[config.mk]
export PLATFORM = sky130hd
export DESIGN_NAME = rename_ckpt_stack
export DESIGN_NICKNAME = d
export VERILOG_FILES = /design/src/rtl/rcs_pkg.sv /design/src/rtl/rcs_slot.sv /design/src/rtl/rcs_live_map.sv /design/src/rtl/rename_ckpt_stack.sv
export SDC_FILE = /design/constraint.sdc
export NUM_CORES = 1
export LEC_CHECK = 0
export BUFFER_PORTS_ARGS = -buffer_cell sky130_fd_sc_hd__buf_2
export CAP_MARGIN = 20
export CELL_PAD_IN_SITES_DETAIL_PLACEMENT = 1
export CELL_PAD_IN_SITES_GLOBAL_PLACEMENT = 1
export CORE_ASPECT_RATIO = 0.5
export CORE_UTILIZATION = 54
export CTS_CLUSTER_DIAMETER = 30
export CTS_CLUSTER_SIZE = 12
export DETAILED_ROUTE_END_ITERATION = 6
export GPL_TIMING_DRIVEN = 0
export PLACE_DENSITY_LB_ADDON = 0.3
export SYNTH_ARGS = -nofsm -noshare
export SYNTH_HDL_FRONTEND = slang
export SYNTH_SLANG_ARGS = --single-unit
[constraint.sdc]
create_clock -name clk -period 10.7 [get_ports clk]
set_input_delay 0.535 -clock clk [delete_from_list [all_inputs] [get_ports clk]]
set_output_delay 0.535 -clock clk [all_outputs]
set_load 0.01 [all_outputs]
[src/rtl/rcs_pkg.sv]
package rcs_pkg;
    typedef enum logic [2:0] {
        STK_HOLD,
        STK_PUSH,
        STK_RELEASE,
        STK_SWAP,
        STK_RESTORE,
        STK_FLUSH
    } stk_op_e;
endpackage

[src/rtl/rcs_slot.sv]
module rcs_slot #(
    parameter int NUM_LREGS = 8,
    parameter int TAG_W     = 4,
    localparam int LREG_W   = $clog2(NUM_LREGS)
) (
    input  logic                       clk,
    input  logic                       rst_n,
    input  logic                       load_en,
    input  logic [NUM_LREGS*TAG_W-1:0] load_tags,
    input  logic [NUM_LREGS-1:0]       load_inrf,
    input  logic [TAG_W-1:0]           load_tail,
    input  logic                       wb_valid,
    input  logic [LREG_W-1:0]          wb_lreg,
    input  logic [TAG_W-1:0]           wb_tag,
    output logic [NUM_LREGS*TAG_W-1:0] slot_tags,
    output logic [NUM_LREGS-1:0]       slot_inrf,
    output logic [TAG_W-1:0]           slot_tail
);
    typedef struct packed {
        logic [NUM_LREGS-1:0][TAG_W-1:0] tags;
        logic [NUM_LREGS-1:0]            inrf;
        logic [TAG_W-1:0]                tail;
    } slot_t;

    slot_t slot_d, slot_q;

    always_comb begin
        slot_d = slot_q;
        if (load_en) begin
            slot_d.tags = load_tags;
            slot_d.inrf = load_inrf;
            slot_d.tail = load_tail;
        end
        // a result landing this cycle also marks the saved copy ready
        if (wb_valid && slot_d.tags[wb_lreg] == wb_tag) begin
            slot_d.inrf[wb_lreg] = 1'b1;
        end
    end

    always_ff @(posedge clk or negedge rst_n) begin
        if (!rst_n) begin
            slot_q.tags <= '0;
            slot_q.inrf <= '1;
            slot_q.tail <= '0;
        end else begin
            slot_q <= slot_d;
        end
    end

    assign slot_tags = slot_q.tags;
    assign slot_inrf = slot_q.inrf;
    assign slot_tail = slot_q.tail;
endmodule

[src/rtl/rcs_live_map.sv]
module rcs_live_map #(
    parameter int NUM_LREGS = 8,
    parameter int TAG_W     = 4,
    localparam int LREG_W   = $clog2(NUM_LREGS)
) (
    input  logic                       clk,
    input  logic                       rst_n,
    input  logic                       flush_en,
    input  logic                       restore_en,
    input  logic [NUM_LREGS*TAG_W-1:0] restore_tags,
    input  logic [NUM_LREGS-1:0]       restore_inrf,
    input  logic                       wb_valid,
    input  logic [LREG_W-1:0]          wb_lreg,
    input  logic [TAG_W-1:0]           wb_tag,
    input  logic                       ren_en,
    input  logic [LREG_W-1:0]          ren_lreg,
    input  logic [TAG_W-1:0]           ren_tag,
    output logic [NUM_LREGS*TAG_W-1:0] live_tags,
    output logic [NUM_LREGS-1:0]       live_inrf
);
    typedef struct packed {
        logic [NUM_LREGS-1:0][TAG_W-1:0] tags;
        logic [NUM_LREGS-1:0]            inrf;
    } map_t;

    map_t map_d, map_q;

    always_comb begin
        map_d = map_q;
        if (flush_en) begin
            map_d.inrf = '1;
        end else begin
            if (restore_en) begin
                map_d.tags = restore_tags;
                map_d.inrf = restore_inrf;
            end
            if (wb_valid && map_d.tags[wb_lreg] == wb_tag) begin
                map_d.inrf[wb_lreg] = 1'b1;
            end
            // the new producer wins over a same-cycle result
            if (ren_en) begin
                map_d.tags[ren_lreg] = ren_tag;
                map_d.inrf[ren_lreg] = 1'b0;
            end
        end
    end

    always_ff @(posedge clk or negedge rst_n) begin
        if (!rst_n) begin
            map_q.tags <= '0;
            map_q.inrf <= '1;
        end else begin
            map_q <= map_d;
        end
    end

    assign live_tags = map_q.tags;
    assign live_inrf = map_q.inrf;
endmodule

[src/rtl/rename_ckpt_stack.sv]
module rename_ckpt_stack #(
    parameter int NUM_LREGS = 8,
    parameter int TAG_W     = 4,
    parameter int DEPTH     = 4,
    localparam int LREG_W   = $clog2(NUM_LREGS),
    localparam int CNT_W    = $clog2(DEPTH + 1),
    localparam int PTR_W    = (DEPTH > 1) ? $clog2(DEPTH) : 1,
    localparam int MAP_W    = NUM_LREGS * TAG_W
) (
    input  logic                 clk,
    input  logic                 rst_n,
    input  logic                 ren_valid,
    input  logic [LREG_W-1:0]    ren_lreg,
    input  logic [TAG_W-1:0]     ren_tag,
    input  logic                 br_valid,
    input  logic [TAG_W-1:0]     br_tail,
    output logic                 br_stall,
    input  logic                 resolve_valid,
    input  logic                 resolve_mispredict,
    input  logic                 wb_valid,
    input  logic [LREG_W-1:0]    wb_lreg,
    input  logic [TAG_W-1:0]     wb_tag,
    input  logic                 flush_all,
    output logic [MAP_W-1:0]     map_tags,
    output logic [NUM_LREGS-1:0] map_in_rf,
    output logic                 tail_fix_valid,
    output logic [TAG_W-1:0]     tail_fix
);
    import rcs_pkg::*;

    typedef struct packed {
        logic [CNT_W-1:0] cnt;
        logic             fix_vld;
        logic [TAG_W-1:0] fix_tail;
    } ctl_t;

    ctl_t ctl_d, ctl_q;
    stk_op_e op;

    logic [DEPTH-1:0][MAP_W-1:0]     slot_tags;
    logic [DEPTH-1:0][NUM_LREGS-1:0] slot_inrf;
    logic [DEPTH-1:0][TAG_W-1:0]     slot_tail;

    logic             has_ckpt, full;
    logic [PTR_W-1:0] top_idx, push_idx;
    logic             push_en, restore_en, flush_en, ren_en;

    assign has_ckpt = (ctl_q.cnt != '0);
    assign full     = (ctl_q.cnt == CNT_W'(DEPTH));
    assign top_idx  = PTR_W'(ctl_q.cnt - 1'b1);

    always_comb begin
        ctl_d         = ctl_q;
        ctl_d.fix_vld = 1'b0;
        op            = STK_HOLD;
        push_idx      = PTR_W'(ctl_q.cnt);
        if (flush_all) begin
            op        = STK_FLUSH;
            ctl_d.cnt = '0;
        end else if (resolve_valid && resolve_mispredict && has_ckpt) begin
            op             = STK_RESTORE;
            ctl_d.cnt      = ctl_q.cnt - 1'b1;
            ctl_d.fix_vld  = 1'b1;
            ctl_d.fix_tail = slot_tail[top_idx];
        end else begin
            case ({resolve_valid && has_ckpt, br_valid && !full})
                2'b11: begin
                    op       = STK_SWAP;
                    push_idx = top_idx;
                end
                2'b10: begin
                    op        = STK_RELEASE;
                    ctl_d.cnt = ctl_q.cnt - 1'b1;
                end
                2'b01: begin
                    op        = STK_PUSH;
                    ctl_d.cnt = ctl_q.cnt + 1'b1;
                end
                default: op = STK_HOLD;
            endcase
        end
        push_en    = (op == STK_PUSH) || (op == STK_SWAP);
        restore_en = (op == STK_RESTORE);
        flush_en   = (op == STK_FLUSH);
        ren_en     = ren_valid && !restore_en && !flush_en;
    end

    always_ff @(posedge clk or negedge rst_n) begin
        if (!rst_n) begin
            ctl_q.cnt      <= '0;
            ctl_q.fix_vld  <= 1'b0;
            ctl_q.fix_tail <= '0;
        end else begin
            ctl_q <= ctl_d;
        end
    end

    for (genvar g = 0; g < DEPTH; g++) begin : g_slot
        rcs_slot #(
            .NUM_LREGS(NUM_LREGS),
            .TAG_W    (TAG_W)
        ) u_slot (
            .clk      (clk),
            .rst_n    (rst_n),
            .load_en  (push_en && (push_idx == PTR_W'(g))),
            .load_tags(map_tags),
            .load_inrf(map_in_rf),
            .load_tail(br_tail),
            .wb_valid (wb_valid && !flush_en),
            .wb_lreg  (wb_lreg),
            .wb_tag   (wb_tag),
            .slot_tags(slot_tags[g]),
            .slot_inrf(slot_inrf[g]),
            .slot_tail(slot_tail[g])
        );
    end

    rcs_live_map #(
        .NUM_LREGS(NUM_LREGS),
        .TAG_W    (TAG_W)
    ) u_live (
        .clk         (clk),
        .rst_n       (rst_n),
        .flush_en    (flush_en),
        .restore_en  (restore_en),
        .restore_tags(slot_tags[top_idx]),
        .restore_inrf(slot_inrf[top_idx]),
        .wb_valid    (wb_valid),
        .wb_lreg     (wb_lreg),
        .wb_tag      (wb_tag),
        .ren_en      (ren_en),
        .ren_lreg    (ren_lreg),
        .ren_tag     (ren_tag),
        .live_tags   (map_tags),
        .live_inrf   (map_in_rf)
    );

    assign br_stall       = full;
    assign tail_fix_valid = ctl_q.fix_vld;
    assign tail_fix       = ctl_q.fix_tail;
endmodule

==> run metrics <==
VDD IR max=0.2031 mV; CTS tree=built; Fillers=about 2.3k; Async SR Flop Fraction=1.000; Seq/Total Area, Yosys=0.4484; Die Y=110.1 um; H-tree depth=2; Max Cap Viol=0; CP startpoint kind=flop; Reg2Reg Setup Slack=~3.2 ns; post-synthesis xor/xnor area fraction=0.01250; Synth Area in Adders=0.005952; core area=22890 sq um; Reg clk slew, reported paths=0.06 ns; number of CTS-inserted buffers=37; DRT antenna net count=0; largest family of logic cells by synthesized area=multiplexers; Worst Skew=0.03575 ns; post-synthesis register bit count=between 200 and 250; post-route setup TNS=0 ns; area delta synth->final=16.84%; GP Congestion=0.9968; Simple-Gate Fraction of Synth Area=0.1035; Avg Inst Size Synth=11.61 sq um; status=finished clean; Avg WL per Cell=approximately 37 um; final hold vios=0; drt total wl=56580 um; multiplexer share of the synthesized area=0.2638; Final Cell Area=~15000 sq um; All-Layer GR Usage=0.4786; crit share post-route=0.7020; # rows=39; Syn Nets=~1.1k; worst skew pair latency=0.54 ns; final worst slack=3.189 ns; initial antenna violation count=1; grt total ovfl=0; Setup Fix Bufs, Post-CTS=0; endpoint class of the critical path=flop; I/O pins=72; clock sinks=about 220; Distinct cells, synth=76; leading cell type in the layout, fill and taps excluded=dfrtp_1; CTS max path bufs=3; via count=11.27k; starting density of the core=0.5511; dpl ws=about 3.6 ns; post-synthesis compound-gate area fraction=0.1256; Die ar.=between 20000 and 25000 sq um; unrepaired setup endpoints after global routing=no; final setup fails=0; Req. time, crit path=11.10 ns; pwr/cell area=320.4 nW/um^2; Slew Viols, Final=0; largest net degree at the start of global routing=92; CP arrival=~8 ns; total power=4.722 mW; Period minus WS final=~7.5 ns; Syn Std Cell Area=12610 sq um; DP HPWL=approximately 38000 um; Post-synth top flop=dfrtp_1; # DRC=0; LEAKAGE=~6.1 nW; Synth Instances=1086; most frequent cells in the layout=184 x dfrtp_1, 163 x mux2_2, 79 x buf_2, 64 x nor2_1, 57 x nand2_1; via/cell ratio=7.365; Placed Instances=1459; Initial DRC Count=1535; Fmax=133.1 MHz; Post-synth EDFFs=0; port bufs=63; Cell Count, Final, Fillers Out=1530; vias in the first global route=11.55k; Worst Tran Pin Value=1.234 ns; Post-layout nets=1226; Critical Path Fanout Max=10; die width=around 220 um; relative slew slack=0.1772; total area of sequential cells=5655 sq um; share of cells above drive strength 1=0.3576; drt first pass iters=6; PostCTS Resize Cnt=0; Placed Area=13380 sq um; Root Buffer=clkbuf_16; Min-Delay Path Class=input port to flop; critical path class=flop to flop; area of the multi-input gates=6449 sq um; first-pass GRT wire length=80850 um; Yosys warning count=0
## path summary, 6_finish.rpt
path / startpoint / cells past startpoint / endpoint
worst max-delay path: ctl_q[5]$_DFFE_PN0P_ / 21 / g_slot[2].u_slot.slot_inrf[2]$_DFF_PN1_
worst min register to register: tail_fix[1]$_DFFE_PN0P_ / 2 / tail_fix[1]$_DFFE_PN0P_
min in group asynchronous: rst_n / 2 / g_slot[0].u_slot.slot_tail[1]$_DFFE_PN0P_
worst max register to register: ctl_q[5]$_DFFE_PN0P_ / 21 / g_slot[2].u_slot.slot_inrf[2]$_DFF_PN1_
max in group asynchronous: rst_n / 4 / u_live.live_tags[31]$_DFFE_PN0N_
worst min-delay path: br_tail[0] / 2 / g_slot[0].u_slot.slot_tail[0]$_DFFE_PN0P_
## Yosys cell counts, types with 18 or more instances
master / count / area (sq um)
o21ai_0: 39 / 195.2
nand2_1: 57 / 214.0
dfstp_2: 40 / 1051
dfrtp_1: 184 / 4604
o22ai_1: 51 / 319.1
nor2_1: 64 / 240.2
a21oi_1: 38 / 190.2
mux2_2: 163 / 1836
mux2i_1: 50 / 500.5
mux4_2: 44 / 991.0
inv_1: 19 / 71.32
buf_1: 18 / 67.56
clkbuf_1: 35 / 131.4
## state kept, by name (all words and copies together), names as in the netlist
signal / count
ctl_q: 3
g_slot.u_slot.slot_inrf: 32
g_slot.u_slot.slot_tags: 128
g_slot.u_slot.slot_tail: 16
tail_fix: 4
tail_fix_valid: 1
u_live.live_inrf: 8
u_live.live_tags: 32
## routing by layer
layer  part of all wire  track usage
met4              0.043       0.1978
met3               0.14       0.1770
met2               0.42       0.6957
met1               0.39       0.6467
met5                  0            0
## per-stage QoR
stage	hold slack, ns	util
final	0.2935	0.6439
after global routing	0.3023	0.6438
after CTS	0.2791	0.6430
after detailed placement	0.4692	0.5848
after global placement	0.4626	0.5817
after floorplan	0.2394	-
## where the power goes
| part | internal [mW] | switching [mW] | total, mW |
|---|---|---|---|
| clock | 0.810 | 0.481 | 1.29 |
| sequential | 1.24 | 0.484 | 1.72 |
| combinational | 0.756 | 0.950 | 1.71 |
| total | 2.81 | 1.92 | 4.72 |
## critical path: stages, from the launching register on
cell	delay, ns
dfrtp_1	0.37
buf_6	0.20
buf_8	0.22
buf_6	0.18
buf_1	0.72
inv_1	0.24
ha_1	0.34
nand2b_1	0.18
buf_1	0.45
nand2_1	0.20
inv_1	0.09
ha_1	0.26
nand3b_1	0.17
a2111oi_4	0.95
buf_4	0.43
buf_2	0.34
o211ai_1	0.14
o21ai_0	0.20
o211ai_1	0.20
xor2_1	0.31
nand4_1	0.64
o21ai_0	0.51
## repair_timing
action | 4_1_cts | 5_1_grt
setup endpoints to repair | 0 | 0
hold buffers | 1 | 0
hold endpoints to repair | 27 | 0
## area by class of cell
class,count,share of cell area
tap,307,0.02607
timing repair buffer,69,0.02811
multi-input combinational,754,0.4376
clock inverter,18,0.01477
inverter,20,0.005095
clock buffer,49,0.07498
buffer,88,0.02938
sequential,224,0.3838
antenna,1,0.0001698
## logic make-up (layout without fill, tap and decap cells)
logic type,count (synthesis),in the layout
multiplexers,257,257
AND/OR/NAND/NOR,242,242
adder cells (fa/ha/maj),6,6
flip-flops,224,224
XOR/XNOR,18,18
other,0,1
buffers and inverters,108,244
AO/OA/AOI/OAI,231,231
Power figures use the tool's default switching activity.
